**src/rtl/scg_pkg.sv**
```systemverilog
package scg_pkg;

   // Register index = byte address [4:2]; the order fixes the map layout.
   typedef enum logic [2:0] {
      RG_FEN  = 3'd0,
      RG_DAT  = 3'd1,
      RG_DSET = 3'd2,
      RG_DCLR = 3'd3,
      RG_OSET = 3'd4,
      RG_OCLR = 3'd5,
      RG_IEN  = 3'd6,
      RG_MUX  = 3'd7
   } scg_reg_e;

   localparam int STRIDE_LG = 2;
   localparam int MAP_LG    = 5;

   typedef struct packed {
      logic     hit;    // legal access
      logic     bad;    // access with wrong width or address
      logic     is_wr;  // write (otherwise read)
      scg_reg_e idx;
   } scg_acc_t;

   function automatic logic scg_refresh_trig(scg_reg_e r);
      return (r == RG_DAT) || (r == RG_DSET) || (r == RG_DCLR) || (r == RG_OSET);
   endfunction

endpackage

```
**src/rtl/scg_decode.sv**
```systemverilog
module scg_decode
   import scg_pkg::*;
#(
   parameter int ADDR_W = 6
) (
   input  logic [ADDR_W-1:0] addr,
   input  logic              rd,
   input  logic              wr,
   input  logic              sz32,
   output scg_acc_t          acc
);

   logic     aligned;
   logic     in_map;
   logic     width_ok;
   logic     active;
   scg_reg_e idx;

   assign idx     = scg_reg_e'(addr[MAP_LG-1:STRIDE_LG]);
   assign aligned = (addr[STRIDE_LG-1:0] == '0);
   assign active  = rd | wr;

   generate
      if (ADDR_W > MAP_LG) begin : g_hi
         assign in_map = (addr[ADDR_W-1:MAP_LG] == '0);
      end else begin : g_nohi
         assign in_map = 1'b1;
      end
   endgenerate

   assign width_ok = (idx == RG_MUX) ? sz32 : ~sz32;

   always_comb begin
      acc.idx   = idx;
      acc.is_wr = wr;
      acc.hit   = active & aligned & in_map & width_ok;
      acc.bad   = active & ~(aligned & in_map & width_ok);
   end

endmodule

```
**src/rtl/scg_regs.sv**
```systemverilog
module scg_regs
   import scg_pkg::*;
#(
   parameter int NPINS = 16,
   parameter int MUX_W = 32,
   parameter int BUS_W = 32
) (
   input  logic             clk,
   input  logic             rst_n,
   input  scg_acc_t         acc,
   input  logic [BUS_W-1:0] wdata,
   output logic [NPINS-1:0] fer_q,
   output logic [NPINS-1:0] data_q,
   output logic [NPINS-1:0] dir_q,
   output logic [NPINS-1:0] inen_q,
   output logic [BUS_W-1:0] rdata_q,
   output logic             err_q,
   output logic             refresh_q
);

   logic [MUX_W-1:0] mux_q;
   logic [NPINS-1:0] wv;
   logic [BUS_W-1:0] rd_next;
   logic             do_wr;

   assign wv    = wdata[NPINS-1:0];
   assign do_wr = acc.hit & acc.is_wr;

   always_comb begin
      rd_next = '0;
      if (acc.hit && !acc.is_wr) begin
         unique case (acc.idx)
            RG_FEN:                  rd_next[NPINS-1:0] = fer_q;
            RG_DAT, RG_DSET, RG_DCLR: rd_next[NPINS-1:0] = data_q;
            RG_OSET, RG_OCLR:        rd_next[NPINS-1:0] = dir_q;
            RG_IEN:                  rd_next[NPINS-1:0] = inen_q;
            RG_MUX:                  rd_next[MUX_W-1:0] = mux_q;
            default:                 rd_next = '0;
         endcase
      end
   end

   always_ff @(posedge clk or negedge rst_n) begin
      if (!rst_n) begin
         fer_q     <= '0;
         data_q    <= '0;
         dir_q     <= '0;
         inen_q    <= '0;
         mux_q     <= '0;
         rdata_q   <= '0;
         err_q     <= 1'b0;
         refresh_q <= 1'b0;
      end else begin
         err_q     <= acc.bad;
         rdata_q   <= rd_next;
         refresh_q <= do_wr & scg_refresh_trig(acc.idx);
         if (do_wr) begin
            unique case (acc.idx)
               RG_FEN:  fer_q  <= wv;
               RG_DAT:  data_q <= wv;
               RG_DSET: data_q <= data_q | wv;
               RG_DCLR: data_q <= data_q & ~wv;
               RG_OSET: dir_q  <= dir_q | wv;
               RG_OCLR: dir_q  <= dir_q & ~wv;
               RG_IEN:  inen_q <= wv;
               RG_MUX:  mux_q  <= wdata[MUX_W-1:0];
               default: ;
            endcase
         end
      end
   end

   // a rejected access leaves every register untouched
   p_bad_no_change_r2: assert property (@(posedge clk) disable iff (!rst_n)
      $past(acc.bad) |-> (data_q == $past(data_q)) && (dir_q == $past(dir_q)) &&
                         (fer_q == $past(fer_q)) && (inen_q == $past(inen_q)) &&
                         (mux_q == $past(mux_q)));

   p_err_reads_zero_r3: assert property (@(posedge clk) disable iff (!rst_n)
      err_q |-> (rdata_q == '0));

   p_dset_or_r5: assert property (@(posedge clk) disable iff (!rst_n)
      $past(do_wr && acc.idx == RG_DSET) |->
         ((data_q & $past(wdata[NPINS-1:0])) == $past(wdata[NPINS-1:0])));

   p_dclr_clear_r5: assert property (@(posedge clk) disable iff (!rst_n)
      $past(do_wr && acc.idx == RG_DCLR) |-> ((data_q & $past(wdata[NPINS-1:0])) == '0));

   p_oclr_clear_r6: assert property (@(posedge clk) disable iff (!rst_n)
      $past(do_wr && acc.idx == RG_OCLR) |-> ((dir_q & $past(wdata[NPINS-1:0])) == '0));

   p_err_needs_access_r11: assert property (@(posedge clk) disable iff (!rst_n)
      err_q |-> $past(acc.bad));

endmodule

```
**src/rtl/scg_drive.sv**
```systemverilog
module scg_drive #(
   parameter int NPINS = 16
) (
   input  logic             clk,
   input  logic             rst_n,
   input  logic             refresh,
   input  logic [NPINS-1:0] data,
   input  logic [NPINS-1:0] inen,
   output logic [NPINS-1:0] pin_out,
   output logic [NPINS-1:0] pin_upd
);

   always_ff @(posedge clk or negedge rst_n) begin
      if (!rst_n) begin
         pin_out <= '0;
         pin_upd <= '0;
      end else if (refresh) begin
         pin_out <= (pin_out & inen) | (data & ~inen);
         pin_upd <= ~inen;
      end else begin
         pin_upd <= '0;
      end
   end

   p_upd_after_trig_r7: assert property (@(posedge clk) disable iff (!rst_n)
      (pin_upd != '0) |-> $past(refresh));

   p_hold_no_trig_r8: assert property (@(posedge clk) disable iff (!rst_n)
      !$past(refresh) |-> (pin_out == $past(pin_out)) && (pin_upd == '0));

endmodule

```
**src/rtl/scg_ingate.sv**
```systemverilog
module scg_ingate #(
   parameter int NPINS = 16,
   parameter int LVL_W = 2
) (
   input  logic                   clk,
   input  logic                   rst_n,
   input  logic [NPINS*LVL_W-1:0] pin_lvl,
   input  logic [NPINS-1:0]       dir,
   input  logic [NPINS-1:0]       inen,
   input  logic [NPINS-1:0]       fer,
   output logic [NPINS-1:0]       in_stat
);

   logic [NPINS-1:0] lvl_bit;
   logic [NPINS-1:0] accept;

   for (genvar i = 0; i < NPINS; i++) begin : g_pin
      assign lvl_bit[i] = |pin_lvl[i*LVL_W +: LVL_W];
      assign accept[i]  = ~dir[i] & inen[i] & fer[i];

      always_ff @(posedge clk or negedge rst_n) begin
         if (!rst_n)          in_stat[i] <= 1'b0;
         else if (accept[i])  in_stat[i] <= lvl_bit[i];
      end

      p_ignored_hold_r9: assert property (@(posedge clk) disable iff (!rst_n)
         !$past(accept[i]) |-> (in_stat[i] == $past(in_stat[i])));

      p_accept_norm_r10: assert property (@(posedge clk) disable iff (!rst_n)
         $past(accept[i]) |-> (in_stat[i] == ($past(pin_lvl[i*LVL_W +: LVL_W]) != '0)));
   end

endmodule

```
**src/rtl/scg_port.sv**
```systemverilog
module scg_port
   import scg_pkg::*;
#(
   parameter int NPINS  = 16,
   parameter int LVL_W  = 2,
   parameter int ADDR_W = 6,
   parameter int BUS_W  = 32,
   parameter int MUX_W  = 32
) (
   input  logic                   clk,
   input  logic                   rst_n,
   input  logic [ADDR_W-1:0]      bus_addr,
   input  logic                   bus_rd,
   input  logic                   bus_wr,
   input  logic                   bus_sz32,
   input  logic [BUS_W-1:0]       bus_wdata,
   output logic [BUS_W-1:0]       bus_rdata,
   output logic                   bus_err,
   output logic [NPINS-1:0]       pin_out,
   output logic [NPINS-1:0]       pin_upd,
   input  logic [NPINS*LVL_W-1:0] pin_lvl,
   output logic [NPINS-1:0]       in_stat
);

   generate
      if (NPINS < 1 || NPINS > 16) begin : g_chk_np
         $error("scg_port: NPINS must be 1..16 for 16-bit registers");
      end
      if (LVL_W < 1) begin : g_chk_lvl
         $error("scg_port: LVL_W must be at least 1");
      end
      if (ADDR_W < MAP_LG) begin : g_chk_addr
         $error("scg_port: ADDR_W too small for the register map");
      end
      if (MUX_W > BUS_W || BUS_W < 16) begin : g_chk_bus
         $error("scg_port: bus must hold the mux word and a 16-bit register");
      end
   endgenerate

   scg_acc_t         acc;
   logic [NPINS-1:0] fer_q, data_q, dir_q, inen_q;
   logic             refresh_q;

   scg_decode #(.ADDR_W(ADDR_W)) u_decode (
      .addr (bus_addr),
      .rd   (bus_rd),
      .wr   (bus_wr),
      .sz32 (bus_sz32),
      .acc  (acc)
   );

   scg_regs #(.NPINS(NPINS), .MUX_W(MUX_W), .BUS_W(BUS_W)) u_regs (
      .clk       (clk),
      .rst_n     (rst_n),
      .acc       (acc),
      .wdata     (bus_wdata),
      .fer_q     (fer_q),
      .data_q    (data_q),
      .dir_q     (dir_q),
      .inen_q    (inen_q),
      .rdata_q   (bus_rdata),
      .err_q     (bus_err),
      .refresh_q (refresh_q)
   );

   scg_drive #(.NPINS(NPINS)) u_drive (
      .clk     (clk),
      .rst_n   (rst_n),
      .refresh (refresh_q),
      .data    (data_q),
      .inen    (inen_q),
      .pin_out (pin_out),
      .pin_upd (pin_upd)
   );

   scg_ingate #(.NPINS(NPINS), .LVL_W(LVL_W)) u_ingate (
      .clk     (clk),
      .rst_n   (rst_n),
      .pin_lvl (pin_lvl),
      .dir     (dir_q),
      .inen    (inen_q),
      .fer     (fer_q),
      .in_stat (in_stat)
   );

   // a legal direction-clear write produces no update strobe two edges later
   p_oclr_no_upd_r8: assert property (@(posedge clk) disable iff (!rst_n)
      $past(acc.hit && acc.is_wr && acc.idx == RG_OCLR) |=> (pin_upd == '0));

   // the input path never writes data
   p_data_only_bus_r12: assert property (@(posedge clk) disable iff (!rst_n)
      !$past(acc.hit && acc.is_wr) |-> (data_q == $past(data_q)));

endmodule

```
**config.mk**
```make
export PLATFORM = sky130hd
export DESIGN_NAME = scg_port
export DESIGN_NICKNAME = d
export VERILOG_FILES = /design/src/rtl/scg_pkg.sv /design/src/rtl/scg_decode.sv /design/src/rtl/scg_regs.sv /design/src/rtl/scg_drive.sv /design/src/rtl/scg_ingate.sv /design/src/rtl/scg_port.sv
export SDC_FILE = /design/constraint.sdc
export NUM_CORES = 1
export LEC_CHECK = 0
export BUFFER_PORTS_ARGS = -buffer_cell sky130_fd_sc_hd__buf_2
export CORE_MARGIN = 8
export CORE_UTILIZATION = 49
export CTS_CLUSTER_SIZE = 14
export DETAILED_ROUTE_END_ITERATION = 8
export HOLD_SLACK_MARGIN = 0.1
export PLACE_DENSITY = 0.82
export SKIP_LAST_GASP = 1
export SYNTH_ARGS = -nofsm -noshare
export SYNTH_HDL_FRONTEND = slang
export SYNTH_SLANG_ARGS = --single-unit
```
**constraint.sdc**
```tcl
create_clock -name clk -period 1.25 [get_ports clk]
set_input_delay 0.0625 -clock clk [delete_from_list [all_inputs] [get_ports clk]]
set_output_delay 0.0625 -clock clk [all_outputs]
set_load 0.02 [all_outputs]
```
==> results of run 1 <==
Yosys cell counts, drive strengths merged:
cell / number
buf: 10
nand4: 1
inv: 17
xnor2: 2
nor4b: 2
or4b: 1
nand3b: 1
dfrtp: 178
clkbuf: 19
a22o: 16
o211ai: 13
and2: 17
nand2b: 1
nor2b: 16
nand3: 17
mux2i: 32
mux2: 80
nor2: 23
xor2: 1
nand2: 73
or3: 2
a21o: 13
or2: 2
a211oi: 2
nor3: 8
a21oi: 16
o21ai: 35
per-stage QoR:
step	setup TNS [ps]	hold WS, ps	setup slack (ps)
floorplan	-37350	-233.1	-618.7
global placement	-52340	-62.42	-611.9
detailed placement	-55940	-62.24	-663.7
CTS	-6399	-29.68	-137.5
global route	-10990	88.47	-192.3
finish	-8887	74.19	-179.2
worst paths after layout:
kind	slack (ps)	endpoint	startpoint	cells past startpoint
worst max-delay path	-180	u_regs.inen_q[0]	bus_addr[1]	6
worst min-delay path	70	u_regs.refresh_q	bus_sz32	4
worst max register to register	-40	register	u_regs.refresh_q	3
worst min register to register	470	u_regs.rdata_q[25]	u_regs.mux_q[25]	1
max in group asynchronous	90	u_regs.rdata_q[16]	rst_n	4
min in group asynchronous	590	async pin	rst_n	3
cells by family (layout without fill, tap and decap cells):
| kind of cell | count (synthesis) | in the layout |
|---|---|---|
| other | 0 | 2 |
| AO/OA/AOI/OAI | 95 | 95 |
| buffers and inverters | 46 | 333 |
| multiplexers | 112 | 112 |
| flip-flops | 178 | 178 |
| AND/OR/NAND/NOR | 164 | 164 |
| XOR/XNOR | 3 | 3 |
layer usage:
metal  track usage  part of all wire  vias up
met1        0.2543              0.40     2904
li1              -                 -     2620
met2        0.3539              0.50      289
met3       0.06473             0.070       63
met4       0.08467             0.028        0
met5             0                 0        -
critical path, stage by stage:
cell	delay [ps]
buf_6	90
or4b_4	560
or2_4	290
nor3_4	180
buf_6	210
mux2_2	350
repair_timing:
item,in CTS,in global routing
cloned,1,2
gates resized for setup,35,20
hold buffers,69,1
buffers inserted,0,3
setup endpoints to repair,99,129
hold endpoints to repair,292,1
pin swaps,2,7
area by class of cell:
type / count / area [um^2] / share of cell area
inverters: 17 / 63.81 / 0.006201
clock buffers: 23 / 478.0 / 0.04645
multi-input cells: 374 / 2836 / 0.2757
repair buffers: 284 / 2116 / 0.2056
well taps: 184 / 230.2 / 0.02237
flip-flops and latches: 178 / 4456 / 0.4330
clock inverters: 9 / 105.1 / 0.01021
diodes: 2 / 5.005 / 0.0004864
power by group through the flow:
stage               registers (mW)  clock network, mW  logic, mW
finish                        6.41               5.27       1.48
global route                  6.44               5.62       1.61
CTS                           6.38               5.31       1.44
detailed placement            6.48                  0       1.23
global placement              6.46                  0       1.18
floorplan                     6.48                  0      0.580
==> summary.txt, run 1 <==
Pwr
  – Sw Pwr: 3.189 mW
  – Clock power frac: 0.400
  – Internal power: 9.971 mW
  – Pwr/cell area: 1279 mW/mm^2
  – P_leak: approximately 5.3 nW
  – VDD IR-drop max: 0.8527 mV
  – Power, Total: 13.16 mW
  – Switching Share: 0.2423
  – Seq pwr share: 0.487
  – Combinational power share: 0.113

Synth
  – Synth Warn #: 0
  – Syn Area/Cell: 12.25 um^2
  – Synth Area in Simple Gates: 0.1124
  – Top-area cell type share of the netlist area: 0.6079
  – Yosys reg bits: 178
  – Syn Nets: 673
  – Post-Synth XOR/XNOR Area: 0.003586
  – Largest cells by area after synthesis: dfrtp_1 (61%), mux2_2 (12%), mux2i_1 (4.4%), nand2_1 (3.7%), o21ai_0 (2.4%)
  – Proportion of synthesized area in mux cells: 0.1667
  – Yosys cell types: 32
  – Mapped cell area: ~0.0073 mm^2
  – Post-Synth Adder-Cell Area: 0
  – Post-synth top area cell: dfrtp_1
  – Gate Count Post-Synth: 598
  – Seq/Total Area, Yosys: 0.6079
  – Largest family of logic cells by synthesized area: multiplexers
  – Compound-Gate Fraction of Synth Area: 0.08265

Timing
  – Clock skew: around 6.6 ps
  – Minimum clock period after layout: 1429 ps
  – Fmax: about 700 MHz
  – Worst relative slew slack: 0.7618
  – Final setup vio count: between 90 and 100
  – Max Slew Vio Count: 0
  – Slew @ Worst Pin: between 300 and 400 ps
  – Tcrit/Tclk final: 1.143
  – RSZ-0062 raised after global routing: yes
  – Final hold violations: 0
  – Final setup margin: -179.2 ps

Place
  – Area post-placement: 0.008721 mm^2
  – Placed instance count: 961
  – Hpwl dp: roughly 13 mm
  – Placer congestion estimate: 0.8519
  – Number of port buffers: 155

Worst setup path
  – Critical path endpoint category: register
  – Req. time, crit path: approximately 1600 ps
  – Max FO, Critical Path: 8
  – Critical path type: primary input to register
  – Critical Path AT: approximately 1700 ps
  – CP Launch Type: primary input

Outcome
  – Outcome: finished, violations left
  – Failing checks: setup timing

Job
  – Max-Cap Viols: 0

Floorplanning
  – Initial Utilization: 0.5022
  – Die Y: 138.3 um
  – Core ar.: 0.01459 mm^2
  – Die X: roughly 140 um
  – Die area: 0.01912 mm^2
  – # IOs: 156
  – Num rows: 44

Global route
  – GR Util All Layers: 0.2133
  – Total grt overflow: 0
  – Antenna violations before repair: 2
  – First-pass GRT wire length: 32.78 mm
  – Largest net degree at the start of global routing: 53
  – Vias in the first global route: 6,199

Drt
  – Initial detailed-routing violation count: between 400 and 500
  – Vias per cell: 5.486
  – DRC viols: 0
  – Antenna viol nets, final: 0
  – DR WL/cell: 19.71 um
  – Pre-antenna DRT Iters: 5
  – DRT Wirelength: 21.11 mm
  – Vias: 5,876

Clock tree
  – CTS H-tree depth: 4
  – CTS tree: yes
  – Cts bufs inserted: 17
  – Root Driver: clkbuf_16
  – Clk slew on worst S/H paths: approximately 60 ps
  – Clock Path Buffers: 2
  – Clock latency on the worst-skew pair: 430 ps
  – Clk sinks: roughly 180

Final layout
  – Final #Nets: 947
  – Area Overhead vs Synth: 40.44%
  – Non-Filler Instances: 1,071
  – Fillcell total: ~940
  – Final Util: 0.7053
  – Most frequent cells in the layout: dfrtp_1 (177), buf_2 (152), dlygate4sd3_1 (70), nand2_1 (64), mux2_2 (59)
  – Cell area after layout: 0.01029 mm^2
  – Layout cell share with drive strength beyond 1: 0.4000
  – Commonest non-fill, non-tap cell in the layout: dfrtp_1

Hold path
  – Worst hold path class: primary input to register
(Power assumes the default switching activity.)
==> inputs of run 2 (changes only) <==
CORE_UTILIZATION = 35   (was 49)
PLACE_DENSITY = 0.63   (was 0.82)
clock period = 1.2 ns   (was 1.25 ns; I/O delays follow)
==> run 2 against run 1 <==
  * The flow still finishes with violations (setup timing)
  * Count of clock-buffer cells in the layout is 4 lower
  * First-iteration DRC count shrank 21%
  * Via count decreased by 4.4%
  * Non-clock buffer count increased by 14
  * Core utilization shrank 19 points
  * Worst hold slack improved by 27 ps
  * Sequential share of layout area shrank 1.2 points
  * Critical path type unchanged
  * Largest cell class unchanged
  * Largest power group unchanged
==> summary.txt, run 2 (same netlist as run 1, synthesis figures left out) <==
Outcome
  – Outcome: finished, violations left (unchanged)
  – Failing checks: setup timing (unchanged)

Place
  – Area post-placement: 0.008955 mm^2 (was 0.008721 mm^2)
  – Number of port buffers: 155 (unchanged)
  – Placer congestion estimate: 0.7899 (was 0.8519)
  – Hpwl dp: 14.18 mm (was 13.40 mm)

Worst setup path
  – Req. time, crit path: 1510 ps (was 1560 ps)
  – Critical path endpoint category: register (unchanged)
  – CP Launch Type: primary input (unchanged)
  – R2R Setup Slk: 10 ps (was -40 ps)
  – Max FO, Critical Path: 5 (was 8)
  – Critical Path AT: 1750 ps (was 1740 ps)
  – Reg2Reg Depth: 3 (unchanged)
  – Critical path type: primary input to register (unchanged)
  – FF-to-FF Start: u_regs.refresh_q (unchanged)

Pwr
  – Switching Share: 0.2539 (was 0.2423)
  – VDD IR-drop max: 0.8753 mV (was 0.8527 mV)
  – Clock power frac: 0.382 (was 0.400)
  – Seq pwr share: 0.502 (was 0.487)
  – Combinational power share: 0.116 (was 0.113)
  – Internal power: 9.890 mW (was 9.971 mW)
  – Pwr/cell area: 1251 mW/mm^2 (was 1279 mW/mm^2)
  – P_leak: 5.396 nW (was 5.322 nW)
  – Sw Pwr: 3.365 mW (was 3.189 mW)

Final layout
  – Fillcell total: 1,819 (was 943)
  – Cell area after layout: 0.01059 mm^2 (was 0.01029 mm^2)
  – ANT cells: 0 (was 2)
  – Most frequent cells in the layout: dfrtp_1 (177), buf_2 (153), dlygate4sd3_1 (69), nand2_1 (64), mux2_2 (60) (was dfrtp_1 (177), buf_2 (152), dlygate4sd3_1 (70), nand2_1 (64), mux2_2 (59))
  – Final #Nets: 961 (was 947)
  – Area Overhead vs Synth: 44.57% (was 40.44%)
  – Layout cell share with drive strength beyond 1: 0.4169 (was 0.4000)
  – Commonest non-fill, non-tap cell in the layout: dfrtp_1 (unchanged)

Drt
  – Initial detailed-routing violation count: 337 (was 428)
  – Antenna viol nets, final: 0 (unchanged)
  – DR WL/cell: 17.64 um (was 19.71 um)
  – Vias per cell: 4.791 (was 5.486)
  – Pre-antenna DRT Iters: 6 (was 5)
  – DRC viols: 0 (unchanged)
  – Vias: 5,615 (was 5,876)
  – DRT Wirelength: 20.67 mm (was 21.11 mm)

Floorplanning
  – Core ar.: 0.02076 mm^2 (was 0.01459 mm^2)
  – Die Y: 160.7 um (was 138.3 um)
  – Die area: 0.02582 mm^2 (was 0.01912 mm^2)
  – Num rows: 53 (was 44)
  – Initial Utilization: 0.3530 (was 0.5022)
  – # IOs: 156 (unchanged)
  – Die X: 160.7 um (was 138.3 um)

Clock tree
  – Clk slew on worst S/H paths: 60 ps (about the same)
  – Clock latency on the worst-skew pair: 430 ps (about the same)
  – CTS tree: yes (unchanged)
  – CTS H-tree depth: 4 (unchanged)
  – Cts bufs inserted: 17 (unchanged)
  – Clk sinks: 178 (unchanged)
  – Root Driver: clkbuf_16 (unchanged)
  – Clock Path Buffers: 2 (unchanged)

Job
  – Max-Cap Viols: 0 (unchanged)

Timing
  – Worst relative slew slack: 0.7525 (was 0.7618)
  – Setup TNS: -13,810 ps (was -8887 ps)
  – Final hold violations: 0 (unchanged)
  – Clock skew: 9.934 ps (was 6.552 ps)
  – Slew @ Worst Pin: 371.3 ps (was 356.1 ps)
  – Max Slew Vio Count: 0 (unchanged)
  – Final setup vio count: 96 (was 97)
  – Fmax: 694.8 MHz
  – Minimum clock period after layout: roughly 1400 ps
  – Final setup margin: -239.2 ps (was -179.2 ps)
  – Tcrit/Tclk final: 1.199
  – RSZ-0062 raised after global routing: yes (unchanged)

Global route
  – Antenna violations before repair: 0 (was 2)
  – Total grt overflow: 0 (unchanged)
  – First-pass GRT wire length: 33.17 mm (was 32.78 mm)
  – Largest net degree at the start of global routing: 38 (was 53)
  – GR Util All Layers: 0.1624 (was 0.2133)
  – Vias in the first global route: 5,978 (was 6,199)

Hold path
  – Hold Path Origin: bus_sz32 (unchanged)
  – WHS Endpoint: u_regs.refresh_q (unchanged)
  – Worst hold path class: primary input to register (unchanged)
  – Worst hold path cell count: 4 (unchanged)
==> run 2: cell types whose count changed in the layout (fill, tap and decap cells not counted), sizes merged <==
cell	before	now
buf	213	226
inv	17	21
clkinv	3	6
clkinvlp	4	1
bufinv	2	0
clkbuf	24	22
diode	2	0
dlygate4sd3	70	69
==> run 2: area by class of cell <==
type,count,area (um^2),area share
Sequential cell,178,4456,0.4206
Multi-Input combinational cell,374,2900,0.2738
Timing Repair Buffer,298,2303,0.2175
Clock buffer,19,442.9,0.04181
Tap cell,275,344.1,0.03248
Clock inverter,11,82.58,0.007796
Inverter,17,63.81,0.006024
==> run 2: worst max-delay path by stage <==
stage | start | to | slack (ps) | cells past startpoint
final | bus_addr[1] | u_regs.fer_q[7] | -240 | 7
after global routing | bus_addr[1] | u_regs.fer_q[7] | -270 | 7
after CTS | bus_addr[1] | u_regs.fer_q[1] | -200 | 7
after detailed placement | bus_addr[1] | u_regs.fer_q[15] | -740 | 6
after global placement | bus_addr[1] | u_regs.fer_q[14] | -710 | 6
after floorplan | bus_addr[1] | u_regs.fer_q[10] | -670 | 6
==> run 2: power groups by stage <==
stage / sequential (mW) / combinational, mW / clock, mW
floorplan: 6.75 / 0.607 / 0
global placement: 6.74 / 1.29 / 0
detailed placement: 6.74 / 1.32 / 0
CTS: 6.64 / 1.53 / 5.19
global route: 6.71 / 1.69 / 5.47
finish: 6.66 / 1.54 / 5.06
==> run 2: what timing repair did <==
item,CTS,global route
buffers inserted,7,2
setup endpoints to repair,106,112
hold endpoints to repair,292,0
hold buffers,69,0
gates resized for setup,35,33
cloned,2,3
==> run 2: per-stage QoR <==
step / hold slack (ps) / utilization / instances / setup slack (ps) / total power, mW
global route: 104.0 / 0.5103 / 1172 / -274.3 / 13.87
detailed placement: 22.83 / 0.4314 / 1061 / -744.0 / 8.062
floorplan: -235.6 / - / 598 / -666.2 / 7.356
CTS: 79.80 / 0.5017 / 1168 / -200.2 / 13.36
finish: 101.7 / 0.5103 / 1172 / -239.2 / 13.25
global placement: 15.01 / 0.4314 / 1061 / -714.8 / 8.025
==> run 2: worst max-delay path: stages <==
cell	delay, ps
buf_6	90
or4b_4	550
or2_4	280
nor3_4	150
buf_4	170
buf_16	120
mux2_2	320
==> run 2: per-layer routing <==
metal	vias up	GRT usage	routed length, um
met3	18	0.03583	1006
met5	-	0	0
met1	2819	0.2037	8790
met4	0	0.05098	272
li1	2638	-	-
met2	140	0.2743	10600
==> inputs of run 3 (changes only) <==
--- a/config.mk
+++ b/config.mk
@@ -13,3 +13,3 @@
 export HOLD_SLACK_MARGIN = 0.1
-export PLACE_DENSITY = 0.63
+export PLACE_DENSITY_LB_ADDON = 0.2
 export SKIP_LAST_GASP = 1
==> constraint.sdc (replaced) <==
create_clock -name clk -period 1.2 [get_ports clk]
set_input_delay 0.12 -clock clk [delete_from_list [all_inputs] [get_ports clk]]
set_output_delay 0.12 -clock clk [all_outputs]
set_load 0.02 [all_outputs]
==> run 3 against run 2 <==
  * The flow still finishes with violations (setup timing)
  * Register-to-register slack improved by 20 ps
  * Routed wire length down 2.2%
  * First-iteration DRC count decreased by 7.1%
  * Fmax down 0.63%
  * Critical path type unchanged
  * Critical endpoint is now u_regs.fer_q[13]
==> summary.txt, run 3 (same netlist as run 1, synthesis figures left out) <==
Timing
  – Fmax: 690.5 MHz (was 694.8 MHz)
  – Minimum clock period after layout: 1448 ps (was 1439 ps)
  – Slew @ Worst Pin: 319.2 ps (was 371.3 ps)
  – Worst hold slack: 135.9 ps (was 101.7 ps)
  – Final setup vio count: 96 (unchanged)
  – Worst relative slew slack: 0.7869 (was 0.7525)
  – Final setup margin: -248.3 ps (was -239.2 ps)
  – Tcrit/Tclk final: 1.207 (was 1.199)
  – RSZ-0062 raised after global routing: yes (unchanged)
  – Clock skew: 8.602 ps (was 9.934 ps)
  – Max Slew Vio Count: 0 (unchanged)
  – Final hold violations: 0 (unchanged)

Final layout
  – Most frequent cells in the layout: dfrtp_1 (177), buf_2 (153), dlygate4sd3_1 (68), nand2_1 (64), mux2_2 (61) (was dfrtp_1 (177), buf_2 (153), dlygate4sd3_1 (69), nand2_1 (64), mux2_2 (60))
  – Area Overhead vs Synth: 42.30% (was 44.57%)
  – Layout cell share with drive strength beyond 1: 0.4136 (was 0.4169)
  – Final Util: 0.5023 (was 0.5103)
  – Final #Nets: 947 (was 961)
  – Commonest non-fill, non-tap cell in the layout: dfrtp_1 (unchanged)

Floorplanning
  – Die Y: 160.7 um (unchanged)
  – Initial Utilization: 0.3530 (unchanged)
  – Num rows: 53 (unchanged)
  – Die area: 0.02582 mm^2 (unchanged)
  – # IOs: 156 (unchanged)
  – Die X: 160.7 um (unchanged)
  – Core ar.: 0.02076 mm^2 (unchanged)

Worst setup path
  – Req. time, crit path: 1510 ps (about the same)
  – Largest delay share family, worst path: simple AND/OR/NAND/NOR gates (unchanged)
  – Critical Path AT: 1750 ps (about the same)
  – Reg2Reg Depth: 3 (unchanged)
  – Stages on worst setup path: 6 (was 7)
  – Max FO, Critical Path: 12 (was 5)
  – Critical path type: primary input to register (unchanged)
  – CP Launch Type: primary input (unchanged)
  – Worst path max stage delay: 540 ps (was 550 ps)
  – Worst path buffer plus inverter count: 2 (was 3)
  – CP cell instances: buf_6 > or4b_4 > or2_4 > nor3_4 > buf_12 > mux2_2 (was buf_6 > or4b_4 > or2_4 > nor3_4 > buf_4 > buf_16 > mux2_2)
  – Worst path slowest cell: or4b_4 (unchanged)
  – Critical path endpoint category: register (unchanged)

Global route
  – GR Util All Layers: 0.1587 (was 0.1624)
  – Total grt overflow: 0 (unchanged)
  – Largest net degree at the start of global routing: 56 (was 38)
  – Vias in the first global route: 6,075 (was 5,978)
  – Antenna violations before repair: 1 (was 0)
  – First-pass GRT wire length: 32.42 mm (was 33.17 mm)

Clock tree
  – Clock latency on the worst-skew pair: 430 ps (about the same)
  – Clock Path Buffers: 2 (unchanged)
  – Clk slew on worst S/H paths: 70 ps (was 60 ps)
  – CTS H-tree depth: 4 (unchanged)
  – Clk sinks: 178 (unchanged)
  – CTS tree: yes (unchanged)
  – Cts bufs inserted: 17 (unchanged)
  – Root Driver: clkbuf_16 (unchanged)

Pwr
  – Switching Share: 0.2527 (was 0.2539)
  – VDD IR-drop max: 0.9796 mV (was 0.8753 mV)
  – P_leak: 5.299 nW (was 5.396 nW)
  – Pwr/cell area: 1289 mW/mm^2 (was 1251 mW/mm^2)
  – Seq pwr share: 0.496 (was 0.502)
  – Sw Pwr: 3.395 mW (was 3.365 mW)
  – Internal power: 10.04 mW (was 9.890 mW)
  – Clock power frac: 0.392 (was 0.382)
  – Combinational power share: 0.112 (was 0.116)

Outcome
  – Failing checks: setup timing (unchanged)
  – Outcome: finished, violations left (unchanged)

Job
  – Max-Cap Viols: 0 (unchanged)

Drt
  – Vias per cell: 4.823 (was 4.791)
  – DR WL/cell: 17.41 um (was 17.64 um)
  – Antenna viol nets, final: 0 (unchanged)
  – Initial detailed-routing violation count: 313 (was 337)
  – Pre-antenna DRT Iters: 5 (was 6)
  – Vias: 5,600 (was 5,615)
  – DRC viols: 0 (unchanged)
  – DRT Wirelength: 20.22 mm (was 20.67 mm)

Hold path
  – Worst hold path class: primary input to async pin (was primary input to register)

Place
  – Hpwl dp: 13.88 mm (was 14.18 mm)
  – Placer congestion estimate: 0.7896 (was 0.7899)
  – Number of port buffers: 155 (unchanged)
## run 3: power by group through the flow
stage                     registers, mW  logic [mW]  clock network (mW)
final                              6.66        1.50                5.27
after global routing               6.71        1.65                5.69
after CTS                          6.65        1.48                5.45
after detailed placement           6.74        1.28                   0
after global placement             6.73        1.24                   0
after floorplan                    6.75       0.610                   0
## run 3: worst paths after layout
check                            startpoint                  to  slack [ps]
min reg2reg                u_regs.mux_q[16]  u_regs.rdata_q[16]         470
max                             bus_addr[1]    u_regs.fer_q[13]        -250
min in group clk                   bus_sz32    u_regs.refresh_q         170
max reg2reg                u_regs.refresh_q            register          30
max in group asynchronous             rst_n    u_regs.refresh_q         480
min                                   rst_n   u_regs.rdata_q[9]         140
## run 3: layout make-up
class | instances | area [um^2]
Timing Repair Buffer | 284 | 2095
Tap cell | 275 | 344.1
Inverter | 17 | 63.81
Clock buffer | 18 | 429.2
Sequential cell | 178 | 4456
Antenna cell | 1 | 2.502
Clock inverter | 14 | 128.9
Multi-Input combinational cell | 374 | 2908
Fill cell | 1844 | 10330
## run 3: timing repair
item / 4_1_cts / 5_1_grt
setup buffers: 7 / 3
gates resized for setup: 40 / 25
gates cloned: 1 / 1
endpoints found under the hold margin: 291 / 4
endpoints found under the setup margin: 112 / 116
hold buffers: 68 / 4
## run 3: layer usage
layer / vias up / track usage / routed length, um / part of all wire
met4: 0 / 0.05310 / 318 / 0.016
li1: 2608 / - / - / -
met5: - / 0 / 0 / 0
met2: 164 / 0.2675 / 10180 / 0.50
met1: 2806 / 0.1961 / 8653 / 0.43
met3: 22 / 0.03839 / 1062 / 0.053
## run 3: through the flow
| step | TNS, ps | setup WS, ps | power [mW] | area, um^2 | std cells |
|---|---|---|---|---|---|
| floorplan | -50280 | -726.1 | 7.359 | 7400 | 598 |
| finish | -16470 | -248.3 | 13.43 | 10430 | 1161 |
| global placement | -64550 | -785.4 | 7.973 | 8865 | 1051 |
| global route | -17720 | -275.5 | 14.05 | 10430 | 1161 |
| CTS | -13400 | -211.3 | 13.59 | 10330 | 1158 |
| detailed placement | -67270 | -813.9 | 8.028 | 8865 | 1051 |
